--- src/rtl/tt_pkg.sv ---
package tt_pkg;

    typedef enum logic [2:0] {
        ST_IDLE,
        ST_WRITE,
        ST_INJECT,
        ST_LISTEN,
        ST_DECIDE,
        ST_FINAL,
        ST_DONE
    } tt_state_e;

endpackage

--- src/rtl/tt_hit_tally.sv ---
module tt_hit_tally #(
    parameter int INJ_N = 64,
    localparam int CNT_W = $clog2(INJ_N + 1)
) (
    input  logic             clk_i,
    input  logic             rst_ni,
    input  logic             clr_i,
    input  logic             win_open_i,
    input  logic             win_end_i,
    input  logic             hit_i,
    output logic [CNT_W-1:0] count_o
);

    typedef struct packed {
        logic             seen;
        logic [CNT_W-1:0] count;
    } tally_t;

    tally_t cur_q, nxt_d;

    always_comb begin
        nxt_d = cur_q;
        if (clr_i) begin
            nxt_d.seen  = 1'b0;
            nxt_d.count = '0;
        end else if (win_end_i) begin
            // one answer per injection, however long the hit lasts
            if (cur_q.seen || (win_open_i && hit_i)) begin
                nxt_d.count = cur_q.count + CNT_W'(1);
            end
            nxt_d.seen = 1'b0;
        end else if (win_open_i && hit_i) begin
            nxt_d.seen = 1'b1;
        end
    end

    always_ff @(posedge clk_i or negedge rst_ni) begin
        if (!rst_ni) begin
            cur_q <= '0;
        end else begin
            cur_q <= nxt_d;
        end
    end

    assign count_o = cur_q.count;

    a_r7_tally_step: assert property (@(posedge clk_i) disable iff (!rst_ni)
        !clr_i |=> (cur_q.count == $past(cur_q.count)) ||
                   (cur_q.count == $past(cur_q.count) + CNT_W'(1)));

    a_r3_tally_bound: assert property (@(posedge clk_i) disable iff (!rst_ni)
        int'(cur_q.count) <= INJ_N);

endmodule

--- src/rtl/tt_sar_update.sv ---
module tt_sar_update #(
    parameter int TRIM_W = 4,
    parameter int INJ_N  = 64,
    localparam int CNT_W  = $clog2(INJ_N + 1),
    localparam int ITER_W = (TRIM_W > 1) ? $clog2(TRIM_W) : 1
) (
    input  logic [TRIM_W-1:0] code_i,
    input  logic [ITER_W-1:0] iter_i,
    input  logic [CNT_W-1:0]  count_i,
    output logic [TRIM_W-1:0] code_o
);

    localparam int SUM_W = TRIM_W + 1;
    localparam int HALF  = INJ_N / 2;
    localparam int MAXC  = (1 << TRIM_W) - 1;

    logic [SUM_W-1:0] step;
    logic [SUM_W-1:0] wide;
    logic [SUM_W-1:0] up;
    logic [SUM_W-1:0] dn;

    always_comb begin
        // halving steps, the last decision repeats the unit step
        if (int'(iter_i) < TRIM_W - 1) begin
            step = SUM_W'(1 << (TRIM_W - 2 - int'(iter_i)));
        end else begin
            step = SUM_W'(1);
        end
        wide = {1'b0, code_i};
        up   = wide + step;
        dn   = wide - step;
        if (int'(count_i) > HALF) begin
            code_o = (up > SUM_W'(MAXC)) ? TRIM_W'(MAXC) : up[TRIM_W-1:0];
        end else if (int'(count_i) < HALF) begin
            code_o = (wide < step) ? '0 : dn[TRIM_W-1:0];
        end else begin
            code_o = code_i;
        end
    end

endmodule

--- src/rtl/tt_code_store.sv ---
module tt_code_store #(
    parameter int NUM_PIX = 4,
    parameter int TRIM_W  = 4,
    localparam int PIX_W  = (NUM_PIX > 1) ? $clog2(NUM_PIX) : 1
) (
    input  logic              clk_i,
    input  logic              rst_ni,
    input  logic              we_i,
    input  logic [PIX_W-1:0]  wr_pix_i,
    input  logic [TRIM_W-1:0] wr_code_i,
    input  logic [PIX_W-1:0]  rd_pix_i,
    output logic [TRIM_W-1:0] rd_code_o
);

    logic [NUM_PIX-1:0][TRIM_W-1:0] mem_q, mem_d;

    always_comb begin
        mem_d = mem_q;
        for (int i = 0; i < NUM_PIX; i++) begin
            if (we_i && (int'(wr_pix_i) == i)) begin
                mem_d[i] = wr_code_i;
            end
        end
    end

    always_ff @(posedge clk_i or negedge rst_ni) begin
        if (!rst_ni) begin
            mem_q <= '0;
        end else begin
            mem_q <= mem_d;
        end
    end

    always_comb begin
        rd_code_o = '0;
        for (int i = 0; i < NUM_PIX; i++) begin
            if (int'(rd_pix_i) == i) begin
                rd_code_o = mem_q[i];
            end
        end
    end

    a_r9_store_hold: assert property (@(posedge clk_i) disable iff (!rst_ni)
        !we_i |=> mem_q == $past(mem_q));

endmodule

--- src/rtl/tt_trim_tuner.sv ---
module tt_trim_tuner
    import tt_pkg::*;
#(
    parameter int NUM_PIX    = 4,
    parameter int TRIM_W     = 4,
    parameter int INJ_N      = 64,
    parameter int LISTEN_CYC = 3,
    localparam int PIX_W     = (NUM_PIX > 1) ? $clog2(NUM_PIX) : 1
) (
    input  logic              clk_i,
    input  logic              rst_ni,
    input  logic              start_i,
    input  logic              hit_i,
    output logic              inj_o,
    output logic              trim_we_o,
    output logic [PIX_W-1:0]  trim_pix_o,
    output logic [TRIM_W-1:0] trim_code_o,
    output logic              busy_o,
    output logic              done_o,
    input  logic [PIX_W-1:0]  rd_pix_i,
    output logic [TRIM_W-1:0] rd_code_o
);

    localparam int CNT_W  = $clog2(INJ_N + 1);
    localparam int ITER_W = (TRIM_W > 1) ? $clog2(TRIM_W) : 1;
    localparam int INJ_W  = (INJ_N > 1) ? $clog2(INJ_N) : 1;
    localparam int WIN_W  = (LISTEN_CYC > 1) ? $clog2(LISTEN_CYC) : 1;
    localparam logic [TRIM_W-1:0] MID_CODE = TRIM_W'(1 << (TRIM_W - 1));
    localparam int HALF   = INJ_N / 2;

    typedef struct packed {
        tt_state_e         state;
        logic [PIX_W-1:0]  pix;
        logic [ITER_W-1:0] iter;
        logic [TRIM_W-1:0] code;
        logic [INJ_W-1:0]  inj;
        logic [WIN_W-1:0]  win;
    } ctl_t;

    ctl_t cur_q, nxt_d;

    logic              tally_clr;
    logic              win_open;
    logic              win_end;
    logic [CNT_W-1:0]  hit_count;
    logic [TRIM_W-1:0] next_code;
    logic              store_we;

    tt_hit_tally #(
        .INJ_N (INJ_N)
    ) u_tally (
        .clk_i      (clk_i),
        .rst_ni     (rst_ni),
        .clr_i      (tally_clr),
        .win_open_i (win_open),
        .win_end_i  (win_end),
        .hit_i      (hit_i),
        .count_o    (hit_count)
    );

    tt_sar_update #(
        .TRIM_W (TRIM_W),
        .INJ_N  (INJ_N)
    ) u_update (
        .code_i  (cur_q.code),
        .iter_i  (cur_q.iter),
        .count_i (hit_count),
        .code_o  (next_code)
    );

    tt_code_store #(
        .NUM_PIX (NUM_PIX),
        .TRIM_W  (TRIM_W)
    ) u_store (
        .clk_i     (clk_i),
        .rst_ni    (rst_ni),
        .we_i      (store_we),
        .wr_pix_i  (cur_q.pix),
        .wr_code_i (cur_q.code),
        .rd_pix_i  (rd_pix_i),
        .rd_code_o (rd_code_o)
    );

    always_comb begin
        nxt_d     = cur_q;
        tally_clr = 1'b0;
        win_open  = 1'b0;
        win_end   = 1'b0;
        store_we  = 1'b0;
        inj_o     = 1'b0;
        trim_we_o = 1'b0;
        unique case (cur_q.state)
            ST_IDLE, ST_DONE: begin
                if (start_i) begin
                    nxt_d.state = ST_WRITE;
                    nxt_d.pix   = '0;
                    nxt_d.iter  = '0;
                    nxt_d.code  = MID_CODE;
                end
            end
            ST_WRITE: begin
                trim_we_o   = 1'b1;
                tally_clr   = 1'b1;
                nxt_d.inj   = '0;
                nxt_d.state = ST_INJECT;
            end
            ST_INJECT: begin
                inj_o       = 1'b1;
                win_open    = 1'b1;
                nxt_d.win   = '0;
                nxt_d.state = ST_LISTEN;
            end
            ST_LISTEN: begin
                win_open = 1'b1;
                if (cur_q.win == WIN_W'(LISTEN_CYC - 1)) begin
                    win_end = 1'b1;
                    if (cur_q.inj == INJ_W'(INJ_N - 1)) begin
                        nxt_d.state = ST_DECIDE;
                    end else begin
                        nxt_d.inj   = cur_q.inj + INJ_W'(1);
                        nxt_d.state = ST_INJECT;
                    end
                end else begin
                    nxt_d.win = cur_q.win + WIN_W'(1);
                end
            end
            ST_DECIDE: begin
                nxt_d.code = next_code;
                if (cur_q.iter == ITER_W'(TRIM_W - 1)) begin
                    nxt_d.state = ST_FINAL;
                end else begin
                    nxt_d.iter  = cur_q.iter + ITER_W'(1);
                    nxt_d.state = ST_WRITE;
                end
            end
            ST_FINAL: begin
                trim_we_o = 1'b1;
                store_we  = 1'b1;
                if (cur_q.pix == PIX_W'(NUM_PIX - 1)) begin
                    nxt_d.state = ST_DONE;
                end else begin
                    nxt_d.pix   = cur_q.pix + PIX_W'(1);
                    nxt_d.iter  = '0;
                    nxt_d.code  = MID_CODE;
                    nxt_d.state = ST_WRITE;
                end
            end
            default: nxt_d.state = ST_IDLE;
        endcase
    end

    always_ff @(posedge clk_i or negedge rst_ni) begin
        if (!rst_ni) begin
            cur_q       <= '0;
            cur_q.state <= ST_IDLE;
        end else begin
            cur_q <= nxt_d;
        end
    end

    assign trim_pix_o  = cur_q.pix;
    assign trim_code_o = cur_q.code;
    assign busy_o      = (cur_q.state != ST_IDLE) && (cur_q.state != ST_DONE);
    assign done_o      = (cur_q.state == ST_DONE);

    a_r3_strobe_single: assert property (@(posedge clk_i) disable iff (!rst_ni)
        inj_o |=> !inj_o);

    a_r8_write_apart: assert property (@(posedge clk_i) disable iff (!rst_ni)
        !(trim_we_o && inj_o));

    a_r2_start_mid: assert property (@(posedge clk_i) disable iff (!rst_ni)
        $rose(busy_o) |-> (trim_we_o && (trim_code_o == MID_CODE) && (trim_pix_o == '0)));

    a_r9_done_quiet: assert property (@(posedge clk_i) disable iff (!rst_ni)
        done_o |-> (!busy_o && !inj_o && !trim_we_o));

    a_r5_tie_hold: assert property (@(posedge clk_i) disable iff (!rst_ni)
        (cur_q.state == ST_DECIDE && int'(hit_count) == HALF) |=> (trim_code_o == $past(trim_code_o)));

    a_r10_busy_run: assert property (@(posedge clk_i) disable iff (!rst_ni)
        (cur_q.state == ST_LISTEN && start_i) |=> busy_o);

endmodule

--- config.mk ---
export PLATFORM = sky130hd
export DESIGN_NAME = tt_trim_tuner
export DESIGN_NICKNAME = d
export VERILOG_FILES = /design/src/rtl/tt_pkg.sv /design/src/rtl/tt_hit_tally.sv /design/src/rtl/tt_sar_update.sv /design/src/rtl/tt_code_store.sv /design/src/rtl/tt_trim_tuner.sv
export SDC_FILE = /design/constraint.sdc
export NUM_CORES = 1
export LEC_CHECK = 0
export BUFFER_PORTS_ARGS = -buffer_cell sky130_fd_sc_hd__buf_2
export CAP_MARGIN = 10
export CORE_ASPECT_RATIO = 1.1
export CORE_MARGIN = 1.5
export CORE_UTILIZATION = 55
export CTS_CLUSTER_DIAMETER = 30
export CTS_CLUSTER_SIZE = 24
export DETAILED_ROUTE_END_ITERATION = 10
export HOLD_SLACK_MARGIN = 0.1
export PLACE_DENSITY = 0.7
export SLEW_MARGIN = 20
export SYNTH_ARGS = -nofsm -noshare
export SYNTH_HDL_FRONTEND = slang
export SYNTH_SLANG_ARGS = --single-unit
--- constraint.sdc ---
create_clock -name clk_i -period 3.14 [get_ports clk_i]
set_clock_uncertainty 0.1 [all_clocks]
set_input_delay 0.314 -clock clk_i [delete_from_list [all_inputs] [get_ports clk_i]]
set_output_delay 0.314 -clock clk_i [all_outputs]
set_load 0.02 [all_outputs]
After elaboration in Yosys (flattened, before gate mapping)
Cells that the tools add are included.
{ "word_totals": {"ff_bits": 43, "out_inout_bits": 14, "elab_cells": 114, "inputBits": 6} }
{ "classes": {"muxes": 36, "n_eq_ne": 24, "add_sub_neg": 8, "order_cmp": 5, "shifts": 1, "n_reduce_logical": 28} }
{ "ops": {"columns": ["op", "n"], "rows": [
  ["4-bit two-way mux", 8],
  ["1-bit by 32-bit left shift with 5-bit output, first input constant", 1],
  ["3-bit case mux with 6 select lines", 1],
  ["6-bit case mux with 3 select lines", 1],
  ["8-bit two-way mux", 2],
  ["2-bit equality test, second input constant", 7],
  ["7-bit two-way mux", 2],
  ["3-bit two-way mux", 4],
  ["6-bit two-way mux", 2],
  ["2-bit inequality test, second input constant", 6],
  ["6-bit case mux with 2 select lines", 1],
  ["11-bit two-way mux", 1],
  ["2-bit nonzero test", 5],
  ["3-bit equality test, second input constant", 3],
  ["1-bit two-way mux", 9],
  ["3-bit nonzero test", 3],
  ["2-bit case mux with 2 select lines", 2],
  ["4-bit AND reduction", 2],
  ["7-bit by 1-bit adder with 7-bit output, second input constant", 1],
  ["7-bit by 6-bit > comparator with 1-bit output, second input constant", 1],
  ["7-bit by 6-bit less-than comparator with 1-bit output, second input constant", 1],
  ["2-bit by 1-bit adder with 2-bit output, second input constant", 3],
  ["6-bit by 1-bit adder with 6-bit output, second input constant", 1],
  ["3-bit by 2-bit equality test with 1-bit output, second input constant", 2],
  ["other kinds (20)", 33]
]} }

Longest topological paths before layout
Gate-level depths: netlist (run 1).
{ "depth": {"word_depth": 8, "mapped_depth": 9, "mapped_depth_nobuf": 9} }

By module
A second synthesis (run 1) with hierarchy kept.
{ "hier_totals": {"cells_unflattened": 273, "area_unflattened_um2": 2810.2} }
{ "by_module_without_submodules": {"columns": ["module", "area_each_um2", "n_inst", "cells_each", "seq_area_each_um2"], "rows": [
  ["tt_trim_tuner", 1163.6, 1, 126, 475.5],
  ["tt_code_store", 713.2, 1, 40, 400.4],
  ["tt_sar_update", 474.2, 1, 59, 0.0],
  ["tt_hit_tally", 459.2, 1, 48, 200.2]
]} }

Worst setup path before layout (run 1)
OpenSTA, ideal clock, no wires.
{ "synth_path": {"path_type": "reg-to-reg", "from": "register cur_q[12] (netlist name)", "to": "register cur_q (netlist bit trim_code_o[2])", "setup_time_ps": 127, "slack_ps": 446, "period_less_slack_ps": 2694, "required_time_ps": 2913, "path_stages_with_launch": 10, "arrival_time_ps": 2467, "path_cell_list": "dfrtp_1 -> inv_1 -> ha_1 -> or4b_2 -> ha_1 -> inv_1 -> a21oi_1 -> a311oi_2 -> a31oi_1 -> o22ai_1"} }
{ "synth_via": {"elab_chain_len": 8} }
{ "synth_lines": {"columns": ["element", "line_no", "text"], "rows": [
  ["start, declared", "tt_trim_tuner.sv:40", "ctl_t cur_q, nxt_d;"],
  ["start signal, assigned", "tt_trim_tuner.sv:157", "cur_q <= nxt_d;"],
  ["2-bit by 2-bit subtractor with 3-bit output", "tt_sar_update.sv:25", "step = SUM_W'(1 << (TRIM_W - 2 - int'(iter_i)));"],
  ["1-bit by 32-bit left shift with 5-bit output", "tt_sar_update.sv:25", null],
  ["5-bit two-way mux (*)", "tt_sar_update.sv:24", "if (int'(iter_i) < TRIM_W - 1) begin"],
  ["4-bit by 5-bit adder with 5-bit output, or another cell as far along", "tt_sar_update.sv:30", "up = wide + step;"],
  ["5-bit by 4-bit > comparator with 1-bit output / 4-bit two-way mux (equally long branches)", "tt_sar_update.sv:33, tt_sar_update.sv:35", null],
  ["4-bit two-way mux (on tied branches)", "tt_sar_update.sv:33, tt_sar_update.sv:34", null],
  ["4-bit two-way mux (*)", "tt_sar_update.sv:32", "if (int'(count_i) > HALF) begin"],
  ["6-bit case mux with 3 select lines (*)", "tt_trim_tuner.sv:92", "unique case (cur_q.state)"]
]} }
Every way passes the cells marked *; elsewhere a longest branch is shown, timed or not. The select of a mux whose other input is x is not followed.
A chain may end at the register's enable or synchronous reset.

Worst setup path in the final report (run 1)
Ends and elaborated chain as after synthesis.

==> out/metrics.yaml, run 1 <==
run_status:
  status: "completed"
timing:
  setup_violations: 0
  min_period_ps: 2940
  worst_pin_slew_ps: 475
  fmax_mhz: 340
  slew_viol_final: 0
  relSlewSlack: 0.684
  fin_crit_sh: 0.936
  totalNegativeSetupSlack_ps: 0
  finalHoldViolations: 0
  rsz0062_at_grt: "false"
floorplanning:
  coreArea_um2: 4720
  die_h_um: 77.0
  die-area_um2: 5420
  die_w_um: 70.3
  start_util: 0.581
  row_count: 26
  ios: 20
clock_tree:
  clk_latency_ps: 290
  cts_sinks: 43
  cts_setup_buffers: 0
  cts_made_buffers: 5
  tritoncts: "yes"
  cts_buffer_depth: 2
  clk_pin_slew_ps: 90
  htree_levels: 2
  cts_root_buf: "clkbuf_8"
yosys:
  synth-warning-count: 0
  synthTopCellsByArea: "dfrtp_1, ha_1, nand2_1, nor2_1, o21ai_0"
  yosys.area.top_type: "dfrtp_1"
  syn_inst: 296
  synth-seq-area-share: 0.393
  synth_top_area_share: 0.393
  synth_most_common_cell: "dfrtp_1"
  ys_top_cells_by_count: "dfrtp_1, nand2_1, nor2_1, ha_1, inv_1"
  synth.avg_cell_area_um2: 9.26
  synth-async-reset-ratio: 1.00
  dominantRegCellSynth: "dfrtp_1"
  synth_edf_count: 0
  syn_area_um2: 2740
  synthDistinctLibCells: 48
  synth_fp_nets: 327
  ys_seq_elements: 43
critical_path:
  crit_type: "reg2reg"
  start_kind: "flip-flop"
  reg2reg_from: "cur_q[12]$_DFFE_PN0P_"
  critPathMaxFanout: 5
  cp_cell_sequence: "inv_1 -> ha_1 -> or4b_2 -> ha_1 -> inv_1 -> a21oi_1 -> a311oi_2 -> a31oi_1 -> o22ai_1"
  ff2ff_path_depth: 9
  max_stage_delay_ps: 690
  critPathSlowestCell: "or4b_2"
  critical_path_required_ps: 3210
  r2r_slack_ps: 200
  crit_path_start: "cur_q[12]$_DFFE_PN0P_"
  worstPathArrival_ps: 3010
  r2r_end: "trim_code_o[2]$_DFFE_PN0P_"
  crit_path_end_kind: "flip-flop"
grt:
  globalRouteOverflowTotal: 0
  grt_antenna_before_repair: 0
  grt_max_degree: 44
  grt_pass1_wl_mm: 9.67
  grt_pass1_vias: 2136
  grt_use_total: 0.222
route:
  routed_wl_mm: 5.48
  dr.pass1.iters: 4
  num_vias: 2129
  drc: 0
  first_iter_violations: 75
  avgRoutedWirePerCell_um: 14.8
  ant_nets: 0
  via_per_inst: 5.77
layout:
  drive_gt1_frac: 0.147
  n_antenna_cell: 0
  finalNetCount: 343
  final_area_um2: 3010
  fillCellCount: 400
  area_growth_pct: 9.68
place:
  port_buffers: 19
  dpl-instance-area_um2: 2840
  routabilityCongestion: 0.862
  dpl.hpwl_mm: 4.00
power:
  power.leakage_nw: 1.40
  power_density_nw_per_um2: 540
  vdd_drop_max_mv: 0.386
worst_hold_path:
  hold_start: "start_i"
  min_to: "cur_q[18]$_DFFE_PN0P_"
  holdPathStages: 2
  holdCritPathClass: "in2reg"
job:
  cap_violations: 0
layer usage:
layer	wire, µm	global-route usage	share of wire	vias up
met3	178	0.0447	0.033	14
met1	2410	0.273	0.44	1003
met4	139	0.0962	0.025	0
li1	-	-	-	1073
met5	0	0	0	-
met2	2750	0.375	0.50	39
worst max-delay path: cells and delay by family, from the launching register on:
kind | cells | cell delay, ps
AND/OR/NAND/NOR | 1 | 690
adder cells (fa/ha/maj) | 2 | 690
flip-flops | 1 | 440
AO/OA/AOI/OAI | 4 | 750
buffers and inverters | 2 | 150
layout make-up:
class / instances / area, µm² / area share
Timing Repair Buffer: 24 / 148 / 0.0491
Sequential cell: 43 / 1080 / 0.358
Clock inverter: 3 / 67.6 / 0.0225
Multi-Input combinational cell: 215 / 1490 / 0.496
Clock buffer: 5 / 68.8 / 0.0229
Inverter: 23 / 86.3 / 0.0287
Tap cell: 56 / 70.1 / 0.0233
sequential cells by signal (all words and copies together), names as in the netlist:
signal / count
trim_pix_o: 2
trim_code_o: 4
cur_q: 13
u_tally.cur_q: 1
u_tally.count_o: 7
u_store.mem_q: 16
what timing repair did:
item,4_1_cts,5_1_grt
endpoints found under the hold margin,0,14
endpoints found under the setup margin,0,0
hold buffers,0,1
gates resized for setup,0,0
report_power, final:
group	internal, W	total (W)	switching, W
logic	0.000160	0.000461	0.000301
clock network	0.000317	0.000514	0.000197
registers	0.000594	0.000650	0.0000566
total	0.00107	0.00163	0.000554
metrics by stage:
stage	hold WS [ps]	power (W)	setup WS [ps]	cells	utilization
after floorplan	-81.6	0.000998	446	296	-
after global placement	357	0.00111	317	359	0.602
after detailed placement	375	0.00112	235	359	0.602
after CTS	113	0.00163	210	367	0.631
after global routing	174	0.00173	38.9	369	0.637
final	189	0.00163	202	369	0.637
how the worst max path moves through the flow:
| stage | end | slack [ps] | depth (start not counted) |
|---|---|---|---|
| finish | trim_code_o[2]$_DFFE_PN0P_ | 200 | 9 |
| global route | trim_code_o[2]$_DFFE_PN0P_ | 40 | 9 |
| CTS | trim_code_o[2]$_DFFE_PN0P_ | 210 | 9 |
| detailed placement | trim_code_o[2]$_DFFE_PN0P_ | 230 | 9 |
| global placement | trim_code_o[2]$_DFFE_PN0P_ | 320 | 9 |
| floorplan | trim_code_o[2]$_DFFE_PN0P_ | 450 | 9 |
layout by cell type (no fill, tap or decap), types with 3 or more instances in the layout:
cell type and instances:
ha_1 23, o22ai_1 3, clkbuf_8 5, nand4_1 4, o21ai_1 8, o21ai_0 18
dfrtp_1 43, nand2b_1 3, mux2_2 4, and3_1 5, a31oi_1 5, inv_1 23
nor2_1 27, a21oi_1 14, xor2_1 5, xnor2_1 6, mux4_2 4, nand3_1 5
nand2_1 36, a211oi_1 7, buf_2 19, nor3_1 9, buf_4 3
logic make-up after synthesis:
| family | Yosys count | share of synthesized area |
|---|---|---|
| AO/OA/AOI/OAI | 73 | 0.172 |
| XOR/XNOR | 11 | 0.0351 |
| adder cells (fa/ha/maj) | 25 | 0.120 |
| buffers and inverters | 38 | 0.0639 |
| flip-flops | 43 | 0.393 |
| multiplexers | 10 | 0.0566 |
| AND/OR/NAND/NOR | 96 | 0.161 |
(Power assumes the default switching activity.)
==> run 2, diff against run 1 <==
CORE_UTILIZATION = 54   (was 55)
PLACE_DENSITY = 0.72   (was 0.7)
clock period = 2.6 ns   (was 3.14 ns; I/O delays follow)
==> run 2 against run 1 <==
  * Setup slack got worse by 120 ps
  * Clock-buffer cell count stayed put
  * Die area up 1.8%
  * Global-route usage barely moved
  * Final area grew 1.1%
  * Hold slack worse by 48 ps
  * First-iteration DRC count is 32% higher
  * Power is 15% higher
  * Combinational power up 24%
  * Via count up 0.61%
  * Critical path type unchanged
  * Critical endpoint unchanged
  * Largest cell class unchanged
  * Highest routed layer unchanged
==> out/metrics.yaml, run 2 (synthesis results as in run 1) <==
power:
  power.leakage_nw: 1.41
  power_density_nw_per_um2: 614
  total_power_w: 0.00187
  vdd_drop_max_mv: 0.492
timing:
  setup_slack_ps: 81.3
  worst_pin_slew_ps: 941
  setup_violations: 0
  rsz0062_at_grt: "false"
  finalHoldViolations: 0
  relSlewSlack: 0.373
  totalNegativeSetupSlack_ps: 0
  fmax_mhz: 397
  min_period_ps: 2520
  slew_viol_final: 0
  fin_crit_sh: 0.969
clock_tree:
  clk_pin_slew_ps: 80
  cts_buffer_depth: 2
  clk_latency_ps: 290
  cts_root_buf: "clkbuf_8"
  cts_setup_buffers: 0
  cts_made_buffers: 5
  htree_levels: 2
  tritoncts: "yes"
  cts_sinks: 43
grt:
  globalRouteOverflowTotal: 0
  grt_use_met1: 0.288
  grt_max_degree: 44
  grt_antenna_before_repair: 0
  grt_pass1_vias: 2146
  grt-busiest-layer: "met2"
  grt_pass1_wl_mm: 9.78
  grt_use_total: 0.222
  use_met3: 0.0506
  globalRouteMet2Util: 0.366
route:
  drc: 0
  dr.pass1.iters: 4
  num_vias: 2142
  first_iter_violations: 99
  via_per_inst: 5.70
  avgRoutedWirePerCell_um: 14.4
  ant_nets: 0
  routed_wl_mm: 5.40
place:
  dpl-instance-area_um2: 2910
  port_buffers: 19
  dpl.hpwl_mm: 3.96
  routabilityCongestion: 0.813
  pre_cts_ws_ps: -27.2
layout:
  fin_util: 0.616
  final_area_um2: 3040
  fillCellCount: 414
  finalNetCount: 349
  largest_reg_flops: 16
  n_antenna_cell: 0
  layout.cells.most_common_list: "dfrtp_1, nand2_1, nor2_1, inv_1, ha_1"
  area_growth_pct: 10.9
  final_common_cell: "dfrtp_1"
  drive_gt1_frac: 0.167
  regMostFlops: "u_store.mem_q"
  multiInputGateArea_um2: 1520
  final-seq-area_um2: 1080
critical_path:
  start_kind: "flip-flop"
  worstPathArrival_ps: 2590
  critical_path_required_ps: 2670
  cp_cell_sequence: "buf_4 -> ha_1 -> or4b_4 -> ha_4 -> inv_1 -> a21oi_4 -> nand3b_1 -> a31oi_1 -> o22ai_1"
  critical_path.top_delay_family: "simple AND/OR/NAND/NOR gates"
  critPathMaxFanout: 5
  critPathBufInv: 2
  critPathSlowestCell: "or4b_4"
  crit_path_end_kind: "flip-flop"
  crit_type: "reg2reg"
  max_stage_delay_ps: 550
floorplanning:
  coreArea_um2: 4930
  die_w_um: 70.9
  ios: 20
  die-area_um2: 5510
  die_h_um: 77.7
  row_count: 27
  start_util: 0.556
job:
  cap_violations: 0
worst_hold_path:
  holdCritPathClass: "in2reg"
run_status:
  status: "completed"
==> run 2: worst paths after layout <==
check | from | endpoint | slack [ps] | cells after the start
max | cur_q[12]$_DFFE_PN0P_ | trim_code_o[2]$_DFFE_PN0P_ | 80 | 9
min | start_i | cur_q[18]$_DFFE_PN0P_ | 140 | 2
max reg2reg | cur_q[12]$_DFFE_PN0P_ | trim_code_o[2]$_DFFE_PN0P_ | 80 | 9
min reg2reg | u_store.mem_q[6]$_DFFE_PN0P_ | u_store.mem_q[6]$_DFFE_PN0P_ | 380 | 2
max in group asynchronous | rst_ni | cur_q[17]$_DFFE_PN0P_ | 1270 | 2
min in group asynchronous | rst_ni | trim_code_o[1]$_DFFE_PN0P_ | 540 | 2
==> run 2: area by class of cell <==
type / instances / share of cell area
repair buffers: 30 / 0.0593
clock inverters: 2 / 0.0124
flip-flops and latches: 43 / 0.354
well taps: 58 / 0.0239
inverters: 23 / 0.0284
multi-input cells: 215 / 0.499
clock buffers: 5 / 0.0226
==> run 2: through the flow <==
step	cells	hold WS [ps]
2_1_floorplan	296	-136
3_3_place_gp	368	358
3_5_place_dp	368	370
4_1_cts	376	132
5_1_grt	376	151
6_report	376	142
==> run 2: metal layers <==
metal / share of wire / vias up
met1: 0.45 / 1020
met2: 0.51 / 31
met4: 0.016 / 0
met3: 0.029 / 8
met5: 0 / -
li1: - / 1083
==> run 2: repair_timing <==
item,CTS,global route
hold buffers,1,0
resized for setup,2,0
hold endpoints to repair,43,0
endpoints found under the setup margin,1,0
==> run 2: power breakdown <==
part | leakage, nW | switching (W) | internal, W | total [W]
clock network | 0.0502 | 0.000227 | 0.000281 | 0.000508
logic | 0.780 | 0.000361 | 0.000209 | 0.000570
registers | 0.584 | 0.0000708 | 0.000717 | 0.000788
total | 1.41 | 0.000659 | 0.00121 | 0.00187
